$ cat config.mk
export PLATFORM = sky130hd
export DESIGN_NAME = warp_issue_sched
export DESIGN_NICKNAME = d
export VERILOG_FILES = /design/src/rtl/wis_pkg.sv /design/src/rtl/wis_scoreboard.sv /design/src/rtl/wis_pick.sv /design/src/rtl/wis_beat.sv /design/src/rtl/warp_issue_sched.sv
export SDC_FILE = /design/constraint.sdc
export NUM_CORES = 2
export LEC_CHECK = 0
export CORE_ASPECT_RATIO = 1.25
export CORE_MARGIN = 1.5
export CORE_UTILIZATION = 40
export DETAILED_ROUTE_END_ITERATION = 8
export GPL_TIMING_DRIVEN = 0
export HOLD_SLACK_MARGIN = 0.06
export PLACE_DENSITY_LB_ADDON = 0.08
export SYNTH_ARGS = -nofsm -noshare
export SYNTH_HDL_FRONTEND = slang
export SYNTH_HIERARCHICAL = 1
export SYNTH_SLANG_ARGS = --single-unit
$ cat constraint.sdc
create_clock -name clk -period 158.4 [get_ports clk]
set_input_delay 31.68 -clock clk [delete_from_list [all_inputs] [get_ports clk]]
set_output_delay 31.68 -clock clk [all_outputs]
set_load 0.02 [all_outputs]
$ cat src/rtl/wis_pkg.sv
package wis_pkg;

  // Cycles each half-warp group spends entering the datapath.
  localparam int CYCLES_PER_GROUP = 2;

  // Forward distance from ptr to idx on a ring of n slots.
  function automatic int ring_dist(input int idx, input int ptr, input int n);
    if (idx >= ptr) return idx - ptr;
    return idx + n - ptr;
  endfunction

endpackage

$ cat src/rtl/wis_scoreboard.sv
module wis_scoreboard #(
  parameter int NW = 24,
  parameter int NR = 16,
  localparam int WIW = $clog2(NW),
  localparam int RW = $clog2(NR)
) (
  input  logic             clk,
  input  logic             rst,
  input  logic             set_en,
  input  logic [WIW-1:0]   set_warp,
  input  logic [RW-1:0]    set_reg,
  input  logic             clr_en,
  input  logic [WIW-1:0]   clr_warp,
  input  logic [RW-1:0]    clr_reg,
  output logic [NW*NR-1:0] pend
);
  localparam int IXW = $clog2(NW * NR);

  logic [NW*NR-1:0] pend_q;
  logic [IXW-1:0]   set_idx, clr_idx;
  logic             clr_ok;

  always_comb begin
    set_idx = IXW'(int'(set_warp) * NR + int'(set_reg));
    clr_idx = IXW'(int'(clr_warp) * NR + int'(clr_reg));
    clr_ok  = clr_en && (int'(clr_warp) < NW);
  end

  // Clear first, set last: a same-edge set on the same bit survives.
  always_ff @(posedge clk) begin
    if (rst) begin
      pend_q <= '0;
    end else begin
      if (clr_ok) pend_q[clr_idx] <= 1'b0;
      if (set_en) pend_q[set_idx] <= 1'b1;
    end
  end

  assign pend = pend_q;

  // an issued destination is marked at the next cycle
  a_r6_mark_on_issue: assert property (@(posedge clk) disable iff (rst)
    set_en |=> pend_q[$past(set_idx)]);

  // a writeback not overlapped by a set clears its mark
  a_r6_clear_on_wb: assert property (@(posedge clk) disable iff (rst)
    (clr_ok && !(set_en && set_idx == clr_idx)) |=> !pend_q[$past(clr_idx)]);

endmodule

$ cat src/rtl/wis_pick.sv
module wis_pick
  import wis_pkg::*;
#(
  parameter int NW = 24,
  parameter int PW = 3,
  localparam int WIW = $clog2(NW)
) (
  input  logic             clk,
  input  logic             rst,
  input  logic [NW-1:0]    elig,
  input  logic [NW*PW-1:0] prio,
  input  logic [WIW-1:0]   ptr,
  output logic             any,
  output logic [WIW-1:0]   sel
);
  logic [PW-1:0] best_p;
  int            best_d;

  always_comb begin
    any    = 1'b0;
    sel    = '0;
    best_p = '0;
    best_d = NW;
    for (int w = 0; w < NW; w++) begin
      if (elig[w]) begin
        if (!any || prio[w*PW +: PW] > best_p ||
            (prio[w*PW +: PW] == best_p && ring_dist(w, int'(ptr), NW) < best_d)) begin
          any    = 1'b1;
          sel    = WIW'(w);
          best_p = prio[w*PW +: PW];
          best_d = ring_dist(w, int'(ptr), NW);
        end
      end
    end
  end

  // the chosen warp is one of the eligible ones
  a_r3_pick_is_eligible: assert property (@(posedge clk) disable iff (rst)
    any |-> elig[sel]);

  // nothing eligible is left out when a choice is made
  a_r4_any_matches: assert property (@(posedge clk) disable iff (rst)
    any == (|elig));

endmodule

$ cat src/rtl/wis_beat.sv
module wis_beat
  import wis_pkg::*;
#(
  parameter int NW = 24,
  parameter int WARP_THREADS = 32,
  parameter int LANES = 16,
  localparam int WIW = $clog2(NW),
  localparam int TBW = $clog2(WARP_THREADS)
) (
  input  logic           clk,
  input  logic           rst,
  input  logic           start,
  input  logic [WIW-1:0] start_warp,
  output logic           busy,
  output logic           beat_valid,
  output logic           beat_half,
  output logic [TBW-1:0] beat_base,
  output logic [WIW-1:0] beat_warp
);
  localparam int GROUPS = WARP_THREADS / LANES;
  localparam int BEATS  = GROUPS * CYCLES_PER_GROUP;
  localparam int CW     = $clog2(BEATS);
  localparam logic [CW-1:0] LAST = CW'(BEATS - 1);

  logic           act_q;
  logic [CW-1:0]  cnt_q;
  logic [WIW-1:0] warp_q;
  int             grp;

  always_ff @(posedge clk) begin
    if (rst) begin
      act_q  <= 1'b0;
      cnt_q  <= '0;
      warp_q <= '0;
    end else if (start) begin
      act_q  <= 1'b1;
      cnt_q  <= '0;
      warp_q <= start_warp;
    end else if (act_q) begin
      if (cnt_q == LAST) act_q <= 1'b0;
      else               cnt_q <= cnt_q + 1'b1;
    end
  end

  always_comb begin
    grp        = int'(cnt_q) / CYCLES_PER_GROUP;
    busy       = act_q && (cnt_q != LAST);
    beat_valid = act_q;
    beat_half  = (grp != 0);
    beat_base  = TBW'(grp * LANES);
    beat_warp  = warp_q;
  end

  // beats advance one step per cycle and keep their warp
  a_r7_beat_step: assert property (@(posedge clk) disable iff (rst)
    (act_q && cnt_q != LAST) |=> (act_q && cnt_q == CW'($past(cnt_q) + 1'b1) &&
                                   warp_q == $past(warp_q)));

  // a new warp never starts while beats remain
  a_r8_no_overlap: assert property (@(posedge clk) disable iff (rst)
    busy |-> !start);

endmodule

$ cat src/rtl/warp_issue_sched.sv
module warp_issue_sched #(
  parameter int NW = 24,
  parameter int LANES = 16,
  parameter int WARP_THREADS = 32,
  parameter int NR = 16,
  parameter int PW = 3,
  parameter int LW = 4,
  localparam int WIW = $clog2(NW),
  localparam int RW = $clog2(NR),
  localparam int TBW = $clog2(WARP_THREADS)
) (
  input  logic             clk,
  input  logic             rst,
  input  logic [NW-1:0]    warp_valid,
  input  logic [NW*PW-1:0] warp_prio,
  input  logic [NW*RW-1:0] warp_src_a,
  input  logic [NW*RW-1:0] warp_src_b,
  input  logic [NW*RW-1:0] warp_dst,
  input  logic [NW*LW-1:0] warp_lat,
  input  logic             wb_en,
  input  logic [WIW-1:0]   wb_warp,
  input  logic [RW-1:0]    wb_reg,
  output logic             issue_valid,
  output logic [WIW-1:0]   issue_warp,
  output logic [RW-1:0]    issue_dst,
  output logic [LW-1:0]    issue_lat,
  output logic             no_issue,
  output logic             beat_valid,
  output logic             beat_half,
  output logic [TBW-1:0]   beat_base,
  output logic [WIW-1:0]   beat_warp
);
  logic [NW*NR-1:0] pend;
  logic [NW-1:0]    elig;
  logic             any;
  logic [WIW-1:0]   sel;
  logic [WIW-1:0]   ptr_q;
  logic             phase_q;
  logic             busy;
  logic             slot_open;
  logic             fire;
  logic [RW-1:0]    sel_dst;
  logic [LW-1:0]    sel_lat;

  // Eligibility per warp from its scoreboard row
  for (genvar w = 0; w < NW; w++) begin : g_elig
    logic [NR-1:0] row;
    logic [RW-1:0] ra, rb, rd;
    assign row = pend[w*NR +: NR];
    assign ra  = warp_src_a[w*RW +: RW];
    assign rb  = warp_src_b[w*RW +: RW];
    assign rd  = warp_dst[w*RW +: RW];
    assign elig[w] = warp_valid[w] & ~row[ra] & ~row[rb] & ~row[rd];
  end

  wis_pick #(.NW(NW), .PW(PW)) u_pick (
    .clk  (clk),
    .rst  (rst),
    .elig (elig),
    .prio (warp_prio),
    .ptr  (ptr_q),
    .any  (any),
    .sel  (sel)
  );

  assign slot_open = !phase_q && !busy;
  assign fire      = slot_open && any;
  assign sel_dst   = warp_dst[sel*RW +: RW];
  assign sel_lat   = warp_lat[sel*LW +: LW];

  wis_scoreboard #(.NW(NW), .NR(NR)) u_sb (
    .clk      (clk),
    .rst      (rst),
    .set_en   (fire),
    .set_warp (sel),
    .set_reg  (sel_dst),
    .clr_en   (wb_en),
    .clr_warp (wb_warp),
    .clr_reg  (wb_reg),
    .pend     (pend)
  );

  wis_beat #(.NW(NW), .WARP_THREADS(WARP_THREADS), .LANES(LANES)) u_beat (
    .clk        (clk),
    .rst        (rst),
    .start      (fire),
    .start_warp (sel),
    .busy       (busy),
    .beat_valid (beat_valid),
    .beat_half  (beat_half),
    .beat_base  (beat_base),
    .beat_warp  (beat_warp)
  );

  always_ff @(posedge clk) begin
    if (rst) begin
      phase_q     <= 1'b0;
      ptr_q       <= '0;
      issue_valid <= 1'b0;
      no_issue    <= 1'b0;
      issue_warp  <= '0;
      issue_dst   <= '0;
      issue_lat   <= '0;
    end else begin
      phase_q     <= ~phase_q;
      issue_valid <= 1'b0;
      no_issue    <= 1'b0;
      if (slot_open) begin
        if (any) begin
          issue_valid <= 1'b1;
          issue_warp  <= sel;
          issue_dst   <= sel_dst;
          issue_lat   <= sel_lat;
          ptr_q       <= (sel == WIW'(NW - 1)) ? '0 : sel + 1'b1;
        end else begin
          no_issue    <= 1'b1;
        end
      end
    end
  end

  // slot outcomes never appear on consecutive cycles
  a_r2_half_rate: assert property (@(posedge clk) disable iff (rst)
    (issue_valid || no_issue) |=> !(issue_valid || no_issue));

  // one outcome per slot at most
  a_r2_exclusive: assert property (@(posedge clk) disable iff (rst)
    !(issue_valid && no_issue));

  // at least four cycles between issues
  a_r8_spacing: assert property (@(posedge clk) disable iff (rst)
    issue_valid |=> !issue_valid ##1 !issue_valid ##1 !issue_valid);

  // the first beat accompanies the issue and names the same warp
  a_r7_first_beat: assert property (@(posedge clk) disable iff (rst)
    issue_valid |-> (beat_valid && !beat_half && beat_base == '0 &&
                     beat_warp == issue_warp));

  // an empty slot sends nothing into the datapath
  a_r9_quiet: assert property (@(posedge clk) disable iff (rst)
    no_issue |-> !beat_valid);

  // the pointer stays put across an empty slot
  a_r9_ptr_hold: assert property (@(posedge clk) disable iff (rst)
    no_issue |-> $stable(ptr_q));

endmodule

==> results.json <==
{
  "status": "complete, no violations",
  "crit_arrival_ns": 99.86,
  "setup_viol": 0,
  "slew_viol_final": 0,
  "cp.required_ns": 158.83,
  "drc": 0,
  "drive_gt1_share_pct": 12.1,
  "worst-slew-pin-transition_ns": 1.46,
  "synth-xor-area-share_pct": 0.987,
  "synth-compound-area-share_pct": 22.9,
  "fmax_mhz": 10.1,
  "die_height_um": 348,
  "skew_ns": 0.0407,
  "viasPerCell": 6.41,
  "grt_max_degree": 20,
  "hpwlAfterDp_um": 139000,
  "layout_commonest_cell": "o21ai_0",
  "hold_violations": 0,
  "start_util_pct": 40.4,
  "drv_cap": 0,
  "cp_max_fo": 10,
  "io_pins": 519,
  "ant_nets": 0,
  "cts_hold_buf": 0,
  "post_cts_buffers": 0,
  "die_x_um": 279,
  "synth_seq_cells": 413,
  "htreeDepth": 2,
  "slowest_delay_ns": 0.92,
  "fin_crit_ns": 99.43,
  "grtUsageTotal_pct": 35.6,
  "cts_resized": 0,
  "die_area_mm2": 0.0973,
  "cts_buffer_depth": 3,
  "clk_latency_ns": 0.62,
  "grt_pass1_wl_um": 257000,
  "cp_top_family": "compound AO/OA/AOI/OAI gates",
  "final_cell_mix": "o21ai_0, clkdlybuf4s50_1, nor2b_1, dfxtp_1, mux4_2",
  "route.vias.total": 39200,
  "io_buffers": 498,
  "ys.flop_type": "dfxtp_1",
  "syn_area_mm2": 0.0382,
  "first_iter_violations": 4017,
  "cpMostUsedCell": "ha_1",
  "cts_num_sinks": 413,
  "end_kind": "register",
  "synthToLayoutAreaGrowth_pct": 21.3,
  "criticalPathCategory": "input port to register",
  "gp_congestion": 0.997,
  "yosys.area_share.simple_pct": 17.9,
  "fin_nets": 5583,
  "first_global_vias": 38600,
  "rows": 126,
  "antenna_found_initial": 17,
  "routed_wire_length_per_instance_um": 29.1,
  "synth_cell_types": 109,
  "tns_ns": 0,
  "cts_inserted_buffers": 45,
  "synth_warnings": 6,
  "synth_fa_ha_area_share_pct": 7.51,
  "tritoncts": "yes",
  "async_flop_share_pct": 0,
  "synth_top_family_by_area": "multiplexers",
  "routed_wl_um": 178000,
  "core_mm2": 0.0944,
  "synth_mux_area_share_pct": 24.6,
  "postSynthCellCount": 4310,
  "slew_headroom_pct": 2.19,
  "fillCellCount": 9247,
  "rsz0062_at_grt": "false",
  "dpl.cell_count": 6031,
  "crit_buf_inv": 43,
  "ys_seq_area_share_pct": 21.7,
  "drtPass1Iterations": 6,
  "synth_edf_count": 0,
  "syn_area_per_cell_um2": 8.86,
  "hold_class": "register to register",
  "overflow": 0,
  "register_area_mm2": 0.00827,
  "period_share_pct": 62.8,
  "finalNonFillerCells": 6119,
  "clock-root-buffer": "clkbuf_16",
  "multi_input_area_mm2": 0.0282,
  "setup.worst_path.start_class": "input port",
  "cts.reportedPaths.clkPinSlew_ns": 0.06,
  "cp_slowest_cell": "clkbuf_1"
}
sequential cells by signal, summed over array words and instances, names as in the netlist, 2 cells and up:
name	cells
ptr_q	5
issue_warp	5
issue_dst	4
u_beat/cnt_q	2
u_beat/beat_warp	5
issue_lat	4
u_sb/pend	384
cell usage after synthesis, types with 15 or more instances:
library cell / number / share of area [%]
a22oi_1: 35 / 0.69
nand3b_1: 30 / 0.59
nand2b_1: 36 / 0.59
nand2_1: 246 / 2.4
a21oi_1: 166 / 2.2
xnor2_1: 36 / 0.83
ha_1: 229 / 7.5
inv_1: 137 / 1.3
buf_2: 24 / 0.31
nand4_1: 15 / 0.25
a31oi_1: 24 / 0.39
clkbuf_2: 23 / 0.30
nor3_1: 39 / 0.51
mux2i_1: 137 / 3.6
clkbuf_1: 194 / 1.9
o21a_1: 51 / 1.0
nand3_1: 98 / 1.3
o21ai_0: 842 / 11
and2_1: 18 / 0.30
a21o_1: 40 / 0.79
mux4_2: 328 / 19
o21ai_1: 44 / 0.58
and3_1: 21 / 0.34
a211oi_1: 61 / 1.2
mux2_2: 40 / 1.2
o211ai_1: 25 / 0.49
nor2_1: 154 / 1.5
nor2b_1: 469 / 7.7
dfxtp_1: 413 / 22
cells by family (layout without fill, tap and decap cells):
| group | Yosys count | after routing |
|---|---|---|
| buf+inv | 410 | 992 |
| mux | 514 | 514 |
| fa+ha+maj | 229 | 229 |
| compound gates | 1475 | 1475 |
| flops | 413 | 413 |
| xor+xnor | 43 | 43 |
| other cells | 2 | 13 |
| simple gates | 1224 | 1224 |
cell type report:
class / count / area share (%)
diodes: 7 / 0.0378
plain buffers: 271 / 2.55
clock buffers: 60 / 2.71
clock inverters: 21 / 0.608
inverters: 139 / 1.13
multi-input cells: 3491 / 61.0
flip-flops and latches: 413 / 17.9
well taps: 1216 / 3.29
repair buffers: 501 / 10.8
through the flow:
stage | worst slack, ns | utilization (%) | hold slack (ns) | instance area [um^2]
final | 58.97 | 49.0 | 0.440 | 46300
after global placement | 59.28 | 47.3 | 0.424 | 44700
after CTS | 60.48 | 49.0 | 0.443 | 46300
after detailed placement | 60.05 | 47.4 | 0.431 | 44700
after global routing | 55.04 | 49.0 | 0.478 | 46300
after floorplan | 76.50 | - | 0.414 | 38200
metal layers:
metal	GRT usage, %	vias up	part of all wire [%]
met3	6.37	496	8.5
li1	-	17400	-
met1	41.9	19300	37
met2	60.8	2027	48
met4	20.1	12	6.5
met5	0	-	0.040
worst paths after layout:
kind	endpoint	slack, ns	depth (start not counted)	from
hold reg to reg	phase_q	0.44	1	phase_q
hold / removal	phase_q	0.44	1	phase_q
setup reg to reg	u_sb/pend[92]	88.94	251	ptr_q[0]
setup / recovery	u_sb/pend[92]	58.97	245	warp_src_a[0]
Power is left out: the tool's default activity adds up to more than one toggle a clock period on the data nets, which glitch-free logic cannot reach.
